==> config.mk <==
export PLATFORM = sky130hd
export DESIGN_NAME = modexp_ctrl
export DESIGN_NICKNAME = d
export VERILOG_FILES = /design/src/rtl/mexp_pkg.sv /design/src/rtl/mexp_mul_chan.sv /design/src/rtl/mexp_scan.sv /design/src/rtl/modexp_ctrl.sv
export SDC_FILE = /design/constraint.sdc
export NUM_CORES = 1
export LEC_CHECK = 0
export ABC_AREA = 0
export CORE_MARGIN = 2
export CORE_UTILIZATION = 30
export CTS_CLUSTER_SIZE = 14
export DETAILED_ROUTE_END_ITERATION = 16
export MAX_ROUTING_LAYER = met4
export SKIP_LAST_GASP = 1
export SLEW_MARGIN = 10
export SYNTH_ARGS = -nofsm -noshare
export SYNTH_HDL_FRONTEND = slang
export SYNTH_HIERARCHICAL = 1
export SYNTH_SLANG_ARGS = --single-unit
==> constraint.sdc <==
create_clock -name clk -period 2 [get_ports clk]
set_input_delay 0.4 -clock clk [delete_from_list [all_inputs] [get_ports clk]]
set_output_delay 0.4 -clock clk [all_outputs]
set_load 0.03 [all_outputs]
==> src/rtl/mexp_pkg.sv <==
package mexp_pkg;
  typedef enum logic [3:0] {
    ST_IDLE, ST_ENT_GO, ST_ENT_W, ST_LOOP_GO, ST_LOOP_W,
    ST_LAST_GO, ST_LAST_W, ST_EXIT_GO, ST_EXIT_W, ST_DONE
  } mexp_state_e;
endpackage

==> src/rtl/mexp_mul_chan.sv <==
// One multiplier channel: holds a request until accepted, then waits for its product.
module mexp_mul_chan #(
  parameter int W = 16
) (
  input  logic         clk,
  input  logic         rst_n,
  input  logic         launch,
  input  logic [W-1:0] op_x,
  input  logic [W-1:0] op_y,
  output logic         req_valid,
  input  logic         req_ready,
  output logic [W-1:0] req_x,
  output logic [W-1:0] req_y,
  input  logic         rsp_valid,
  output logic         rsp_ready,
  input  logic [W-1:0] rsp_data,
  output logic         got,
  output logic [W-1:0] prod
);
  logic pend_req, pend_rsp;

  always_ff @(posedge clk) begin
    if (!rst_n) begin
      pend_req <= 1'b0;
      pend_rsp <= 1'b0;
      got      <= 1'b0;
      prod     <= '0;
      req_x    <= '0;
      req_y    <= '0;
    end else if (launch) begin
      req_x    <= op_x;
      req_y    <= op_y;
      pend_req <= 1'b1;
      got      <= 1'b0;
    end else if (pend_req && req_ready) begin
      pend_req <= 1'b0;
      pend_rsp <= 1'b1;
    end else if (pend_rsp && rsp_valid) begin
      pend_rsp <= 1'b0;
      got      <= 1'b1;
      prod     <= rsp_data;
    end
  end

  assign req_valid = pend_req;
  assign rsp_ready = pend_rsp;
endmodule

==> src/rtl/mexp_scan.sv <==
// Exponent scanner: presents bit i, advances on step, flags the last loop iteration.
module mexp_scan #(
  parameter int EXP_W = 16
) (
  input  logic             clk,
  input  logic             rst_n,
  input  logic             load,
  input  logic [EXP_W-1:0] e_in,
  input  logic             step,
  output logic             bit_now,
  output logic             loop_end
);
  localparam int IW = (EXP_W > 2) ? $clog2(EXP_W) : 1;
  localparam logic [IW-1:0] LAST_IDX = IW'(EXP_W - 2);

  logic [EXP_W-1:0] sh;
  logic [IW-1:0]    idx;

  always_ff @(posedge clk) begin
    if (!rst_n) begin
      sh  <= '0;
      idx <= '0;
    end else if (load) begin
      sh  <= e_in;
      idx <= '0;
    end else if (step) begin
      sh  <= {1'b0, sh[EXP_W-1:1]};
      idx <= idx + 1'b1;
    end
  end

  assign bit_now  = sh[0];
  assign loop_end = (idx == LAST_IDX);
endmodule

==> src/rtl/modexp_ctrl.sv <==
module modexp_ctrl #(
  parameter int W     = 16,
  parameter int EXP_W = 16
) (
  input  logic             clk,
  input  logic             rst_n,
  input  logic             start,
  input  logic [W-1:0]     base_m,
  input  logic [EXP_W-1:0] expo,
  input  logic [W-1:0]     modulus,
  input  logic [W-1:0]     conv_r2,
  output logic             busy,
  output logic             done,
  output logic [W-1:0]     result,
  output logic [W-1:0]     mul_mod,
  output logic             a_req_valid,
  input  logic             a_req_ready,
  output logic [W-1:0]     a_req_x,
  output logic [W-1:0]     a_req_y,
  input  logic             a_rsp_valid,
  output logic             a_rsp_ready,
  input  logic [W-1:0]     a_rsp_data,
  output logic             b_req_valid,
  input  logic             b_req_ready,
  output logic [W-1:0]     b_req_x,
  output logic [W-1:0]     b_req_y,
  input  logic             b_rsp_valid,
  output logic             b_rsp_ready,
  input  logic [W-1:0]     b_rsp_data
);
  import mexp_pkg::*;

  localparam logic [W-1:0] ONE = W'(1);

  mexp_state_e st;
  logic [W-1:0] c_reg, p_reg, n_reg, r2_reg;
  logic         use_a;

  logic         launch_a, launch_b;
  logic [W-1:0] ax, ay, bx, by;
  logic         a_got, b_got;
  logic [W-1:0] a_prod, b_prod;
  logic         scan_load, scan_step, cur_bit, loop_end;
  logic         pair_ready;

  // Operand selection and launch decisions per state
  always_comb begin
    launch_a = 1'b0;
    launch_b = 1'b0;
    ax = c_reg;
    ay = p_reg;
    bx = p_reg;
    by = p_reg;
    unique case (st)
      ST_ENT_GO: begin
        launch_a = 1'b1;  ax = r2_reg; ay = ONE;
        launch_b = 1'b1;  bx = p_reg;  by = r2_reg;
      end
      ST_LOOP_GO: begin
        launch_a = cur_bit;
        launch_b = 1'b1;
      end
      ST_LAST_GO: launch_a = cur_bit;
      ST_EXIT_GO: begin
        launch_a = 1'b1;  ay = ONE;
      end
      default: ;
    endcase
  end

  assign pair_ready = (!use_a || a_got) && b_got;
  assign scan_load  = (st == ST_IDLE) && start;
  assign scan_step  = (st == ST_LOOP_W) && pair_ready;

  always_ff @(posedge clk) begin
    if (!rst_n) begin
      st     <= ST_IDLE;
      c_reg  <= '0;
      p_reg  <= '0;
      n_reg  <= '0;
      r2_reg <= '0;
      use_a  <= 1'b0;
    end else begin
      unique case (st)
        ST_IDLE: if (start) begin
          p_reg  <= base_m;
          n_reg  <= modulus;
          r2_reg <= conv_r2;
          st     <= ST_ENT_GO;
        end
        ST_ENT_GO: begin
          use_a <= 1'b1;
          st    <= ST_ENT_W;
        end
        ST_ENT_W: if (pair_ready) begin
          c_reg <= a_prod;
          p_reg <= b_prod;
          st    <= ST_LOOP_GO;
        end
        ST_LOOP_GO: begin
          use_a <= cur_bit;
          st    <= ST_LOOP_W;
        end
        ST_LOOP_W: if (pair_ready) begin
          if (use_a) c_reg <= a_prod;
          p_reg <= b_prod;
          st    <= loop_end ? ST_LAST_GO : ST_LOOP_GO;
        end
        ST_LAST_GO: st <= cur_bit ? ST_LAST_W : ST_EXIT_GO;
        ST_LAST_W: if (a_got) begin
          c_reg <= a_prod;
          st    <= ST_EXIT_GO;
        end
        ST_EXIT_GO: st <= ST_EXIT_W;
        ST_EXIT_W: if (a_got) begin
          c_reg <= a_prod;
          st    <= ST_DONE;
        end
        ST_DONE: st <= ST_IDLE;
        default: st <= ST_IDLE;
      endcase
    end
  end

  mexp_scan #(.EXP_W(EXP_W)) u_scan (
    .clk(clk), .rst_n(rst_n), .load(scan_load), .e_in(expo),
    .step(scan_step), .bit_now(cur_bit), .loop_end(loop_end)
  );

  mexp_mul_chan #(.W(W)) u_chan_a (
    .clk(clk), .rst_n(rst_n), .launch(launch_a), .op_x(ax), .op_y(ay),
    .req_valid(a_req_valid), .req_ready(a_req_ready), .req_x(a_req_x), .req_y(a_req_y),
    .rsp_valid(a_rsp_valid), .rsp_ready(a_rsp_ready), .rsp_data(a_rsp_data),
    .got(a_got), .prod(a_prod)
  );

  mexp_mul_chan #(.W(W)) u_chan_b (
    .clk(clk), .rst_n(rst_n), .launch(launch_b), .op_x(bx), .op_y(by),
    .req_valid(b_req_valid), .req_ready(b_req_ready), .req_x(b_req_x), .req_y(b_req_y),
    .rsp_valid(b_rsp_valid), .rsp_ready(b_rsp_ready), .rsp_data(b_rsp_data),
    .got(b_got), .prod(b_prod)
  );

  assign busy    = (st != ST_IDLE);
  assign done    = (st == ST_DONE);
  assign result  = c_reg;
  assign mul_mod = n_reg;
endmodule

## Yosys cells after proc, flatten, opt, wreduce, memory -nomap -nowiden

Index checks and enable logic that the tools add are counted.

| storage, ports and cells | value |
|---|---|
| bits in registers | 191 |
| output and inout port bits | 102 |
| logic and storage cells | 113 |
| bits of input ports | 103 |

| cells by class | value |
|---|---|
| mux-type cells | 32 |
| eq/ne operators | 18 |
| add/subtract/negate cells | 1 |
| bitwise operators | 5 |
| reductions and logical operators | 37 |

Operators with widths:

| kind | count |
|---|---|
| $mux 16 | 11 |
| $pmux 16 s3 | 1 |
| $pmux 4 s9 | 1 |
| $pmux 16 s2 | 1 |
| $mux 4 | 5 |
| $eq 4x3->1 const B | 4 |
| $reduce_or 2->1 | 8 |
| $reduce_bool 2->1 | 7 |
| $eq 4x4->1 const B | 3 |
| $mux 1 | 10 |
| $reduce_and 2->1 | 5 |
| $reduce_and 5->1 | 2 |
| $reduce_and 3->1 | 3 |
| $eq 4x2->1 const B | 2 |
| $ne 2x1->1 const B | 4 |
| $ne 2x2->1 const B | 4 |
| $logic_and 1x1->1 | 7 |
| $not 1->1 | 5 |
| $add 4x1->4 const B | 1 |
| $eq 4x1->1 const B | 1 |
| $logic_not 4->1 | 1 |
| $pmux 1 s2 | 2 |
| $reduce_bool 4->1 | 1 |
| $mux 3 | 1 |
| other kinds (3) | 3 |

## Depth between registers and ports, before layout

Gate-level depths: netlist (run 1).

| logic depth | value |
|---|---|
| depth after elaboration | 6 |
| depth in mapped cells | 9 |
| gate-level depth less buffers | 7 |

## Modules after synthesis

Netlist (run 1), hierarchy kept.

Modules (own cells, without submodules):

| module | times used | sequential area each (µm²) | cells an instance | area each (µm²) |
|---|---|---|---|---|
| mexp_mul_chan | 2 | 1021.0 | 186 | 1961.9 |
| modexp_ctrl | 1 | 1381.3 | 456 | 3448.3 |
| mexp_scan | 1 | 400.4 | 91 | 1012.2 |

## Least setup slack after synthesis (run 1)

No wires, ideal clock.

| timing path | value |
|---|---|
| kind | register -> register |
| start point | register st[3] |
| end point | register u_scan.sh[10] |
| path slack | -0.095 ns |
| arrival | 1.979 ns |
| library setup time | 0.116 ns |
| cell stages (with the launch flop) | 6 |
| required time | 1.884 ns |
| path through | dfxtp_1 -> or2_1 -> nor4_1 -> buf_6 -> mux2_2 -> o211a_1 |

| between the ends | value |
|---|---|
| longest elaborated chain between the ends | 3 |
| elaborated cells on any way between the ends | 6 |
| those cells by class | 1 x eq/ne; 1 x mux; 4 x reduce/logical |

Ends and longest elaborated chain:

| element | line | text |
|---|---|---|
| start: declaration | modexp_ctrl.sv:35 | `mexp_state_e st;` |
| start signal: assignment | modexp_ctrl.sv:107 | `st <= loop_end ? ST_LAST_GO : ST_LOOP_GO;` |
| start signal: assignment | modexp_ctrl.sv:109 | `ST_LAST_GO: st <= cur_bit ? ST_LAST_W : ST_EXIT_GO;` |
| $eq 4x3->1 | modexp_ctrl.sv:73 | `assign scan_step = (st == ST_LOOP_W) && pair_ready;` |
| $logic_and 1x1->1 | modexp_ctrl.sv:73 |  |
| net scan_step | modexp_ctrl.sv:43 | `logic scan_load, scan_step, cur_bit, loop_end;` |
| $reduce_bool 2->1 (no source line) | n/a |  |
| end signal: assignment | mexp_scan.sv:24 | `sh <= e_in;` |
| end signal: assignment | mexp_scan.sv:27 | `sh <= {1'b0, sh[EXP_W-1:1]};` |
| end: declaration | mexp_scan.sv:16 | `logic [EXP_W-1:0] sh;` |

The timed path passes the listed nets, and every way through them passes these cells.
A chain may end at the register's enable or synchronous reset.

## Worst setup path after layout (run 1)

| timing path | value |
|---|---|
| start point | register c_reg[6], in the netlist result[6] |
| end point | output result[6] |

RTL lines:

| element | line | text |
|---|---|---|
| start: declaration | modexp_ctrl.sv:36 | `logic [W-1:0] c_reg, p_reg, n_reg, r2_reg;` |
| start signal: assignment | modexp_ctrl.sv:96 | `c_reg <= a_prod;` |
| start signal: assignment | modexp_ctrl.sv:105 | `if (use_a) c_reg <= a_prod;` |
| start signal: assignment | modexp_ctrl.sv:111 | `c_reg <= a_prod;` |
| end: declaration | modexp_ctrl.sv:14 | `output logic [W-1:0] result,` |

No word-level cell between the ends.

==> results of run 1 <==
-- cells in the mapped netlist, types with 2 or more instances --
library cell    n  share of area
buf_2          20          0.012
a211oi_1        3         0.0027
o21a_1          3         0.0027
nor3b_1         2         0.0018
a21boi_0        2         0.0018
and4b_1         2         0.0024
or3b_1          2         0.0021
nand3b_1        2         0.0018
buf_6          10          0.013
o211a_1        15          0.018
nor4_1          3         0.0022
nor3b_2         2         0.0030
a21oi_1        44          0.026
nand2_1       247           0.11
buf_4           5         0.0045
inv_1           8         0.0036
mux2_2         15          0.020
or2_2           2         0.0015
nand2b_1       11         0.0082
and3_1          4         0.0030
ha_1            2         0.0030
buf_1           2        0.00090
and2_1         16          0.012
mux2i_1       129           0.15
nor2b_1        69          0.051
nor2_1          9         0.0040
a21oi_2        10          0.010
nand3_1         2         0.0012
clkbuf_1       30          0.013
nor3_1          2         0.0012
o21ai_0         7         0.0042
o31ai_1        17          0.015
or2b_1          9         0.0081
a31oi_1         3         0.0022
dfxtp_1       191           0.46
-- layer usage --
metal  vias to the layer above  track usage
met5                         -            -
met1                      3161        0.210
met4                         0       0.0405
li1                       3450            -
met3                        16       0.0423
met2                       158        0.254
-- layout by cell type, fill, tap and decap left out, types with 3 or more instances in the layout --
cell type	Yosys	final
a21oi_2	10	10
nand2b_1	11	11
a21oi_1	44	44
buf_4	5	18
clkdlybuf4s50_1	0	200
and2_1	16	15
buf_12	0	14
nor2_1	9	8
dfxtp_1	191	190
mux2_2	15	15
nand2_1	247	247
or2b_1	9	9
mux2i_1	129	129
clkinv_4	0	4
o21a_1	3	3
o21ai_0	7	7
clkbuf_16	0	17
inv_1	8	8
o31ai_1	17	17
o211a_1	15	15
clkinv_2	0	3
a31oi_1	3	3
nor2b_1	69	69
and3_1	4	4
-- where the power goes --
group	internal (mW)	switching [mW]	total, mW
combinational	1.89	2.33	4.22
clock	1.89	1.50	3.38
sequential	4.31	0.410	4.72
total	8.09	4.24	12.3
-- timing repair --
| item | CTS | global route |
|---|---|---|
| setup endpoints to repair | 1 | 3 |
| hold endpoints to repair | 0 | 0 |
| resized for setup | 3 | 3 |
-- cells by family (layout without fill, tap and decap cells) --
kind of cell	Yosys count	count (layout)	share of synthesized area
XOR/XNOR	2	2	0.00299
multiplexers	144	144	0.174
other	0	2	0
buffers and inverters	77	277	0.0487
flip-flops	191	191	0.456
AO/OA/AOI/OAI	112	112	0.0939
adder cells (fa/ha/maj)	2	2	0.00298
AND/OR/NAND/NOR	391	391	0.221
-- stage by stage --
stage / setup slack [ns] / area [sq um] / hold slack, ns
floorplan: 0.0965 / 8390 / 0.434
global placement: 0.156 / 11000 / 0.441
detailed placement: 0.109 / 11000 / 0.447
CTS: 0.0131 / 11600 / 0.332
global route: 0.00221 / 11600 / 0.334
finish: 0.0628 / 11600 / 0.347
-- cell type report --
class | count | area (sq um) | share of cell area
clock buffer | 20 | 447 | 0.0386
sequential | 191 | 3820 | 0.330
multi-input combinational | 651 | 4200 | 0.363
clock inverter | 12 | 136 | 0.0118
tap | 378 | 473 | 0.0408
antenna | 2 | 5.00 | 0.000432
timing repair buffer | 235 | 2450 | 0.212
inverter | 10 | 37.5 | 0.00324
-- path summary, 6_finish.rpt --
path | startpoint | to | slack (ns) | cells past startpoint
worst max register to register | st[3] | u_scan/sh[0] | 0.19 | 5
worst min register to register | u_chan_a/prod[12] | result[12] | 0.45 | 2
worst max-delay path | result[6] | result[6] | 0.06 | 1
worst min-delay path | rst_n | u_scan/sh[14] | 0.35 | 2
==> results.sh, run 1 <==
export IMPL_postCtsSetupRepairBufs=0
export IMPL_layoutNonFillerInstCount=1499
export IMPL_yosysSeqAreaShare=0.456
export IMPL_die_w_um=171
export IMPL_hold_viol=0
export IMPL_clock_skew_ns=0.0164
export IMPL_drv_cap=0
export IMPL_core_sq_um=27600
export IMPL_rsz0062_at_grt="no"
export IMPL_globalplace_congestion=0.844
export IMPL_drc=0
export IMPL_drtIter0Drc=409
export IMPL_worstSetupStartpointType="register"
export IMPL_drt_pass1_iter_count=6
export IMPL_slew_headroom=0.647
export IMPL_clk_latency_ns=0.42
export IMPL_initial_core_util=0.303
export IMPL_pin_count=205
export IMPL_die_area_sq_um=29300
export IMPL_io_buffers=204
export IMPL_post_route_min_period_ns=1.94
export IMPL_vias_per_cell=4.53
export IMPL_max_stage_delay_ns=0.71
export IMPL_cts_tree="built"
export IMPL_cp_max_fo=3
export IMPL_grt_overflow=0
export IMPL_syn_mean_instance_area_sq_um=9.12
export IMPL_setup_tns_ns=0
export IMPL_p_leak_nw=4.50
export IMPL_grt_usage=0.162
export IMPL_h_tree_depth=4
export IMPL_hpwl_mm=17.1
export IMPL_wl_per_cell_um=15.7
export IMPL_clockRootBuffer="clkbuf_16"
export IMPL_cp_end_kind="output pin"
export IMPL_clkTransAtPathRegs_ns=0.07
export IMPL_areaGrowthSynthToFinish_pct=38.1
export IMPL_drt_met1_wl_mm=11.2
export IMPL_met3WireLength_mm=1.22
export IMPL_arrival_ns=1.54
export IMPL_outcome="finished clean"
export IMPL_grt_pass1_wl_mm=35.8
export IMPL_fillerInstances=2771
export IMPL_power_density_nw_per_um2=1070
export IMPL_antenna_left=0
export IMPL_fmax_ghz=0.516
export IMPL_worstPathRequired_ns=1.60
export IMPL_finalNetCount=1211
export IMPL_final_util=0.419
export IMPL_synth_net_count=1024
export IMPL_synthesis_area_sq_um=8380
export IMPL_die_h_um=171
export IMPL_tightestPinTransition_ns=0.529
export IMPL_p_total_mw=12.3
export IMPL_cp_slowest_cell="clkdlybuf4s50_1"
export IMPL_placementRows=61
export IMPL_dr_wl_met2_mm=10.8
export IMPL_post_place_cells=1465
export IMPL_synth_distinct_cells=54
export IMPL_antenna_found_initial=1
export IMPL_ys_warn_count=6
export IMPL_synth_edff_count=0
export IMPL_ys_ff_latch=191
export IMPL_path_cells="clkdlybuf4s50_1"
export IMPL_cts_hold_buf=0
export IMPL_cts_buffers=17
export IMPL_cts_buffer_depth=2
export IMPL_async_flop_share=0
export IMPL_syn_inst=919
export IMPL_grt_max_degree=55
export IMPL_finalSetupViolCount=0
export IMPL_ir_drop_v=0.000613
export IMPL_vias=6785
export IMPL_min_period_over_period=0.969
export IMPL_criticalPathCategory="register to output pin"
export IMPL_clkSinkCount=191
export IMPL_grt_pass1_vias=6455
export IMPL_drv_slew=0
export IMPL_drt_wl_total_mm=23.5
export IMPL_crit_buf_inv=1
export IMPL_hold_class="input port to register"
export IMPL_highest_signal_layer="met4"
export IMPL_crit_family="buffers and inverters"
export IMPL_synth_flop_cell="dfxtp_1"
export IMPL_drive_gt1_frac=0.0947
No activity file was read; power rests on OpenSTA's default activity.
==> run 2, diff against run 1 <==
--- a/config.mk
+++ b/config.mk
@@ -6,10 +6,12 @@
 export NUM_CORES = 1
 export LEC_CHECK = 0
 export ABC_AREA = 0
+export CAP_MARGIN = 5
 export CORE_MARGIN = 2
 export CORE_UTILIZATION = 30
 export CTS_CLUSTER_SIZE = 14
 export DETAILED_ROUTE_END_ITERATION = 16
+export HOLD_SLACK_MARGIN = 0.08
 export MAX_ROUTING_LAYER = met4
 export SKIP_LAST_GASP = 1
 export SLEW_MARGIN = 10
==> results of run 2 <==
Same layout as run 1: the final DEF is identical, and so are final timing and power.
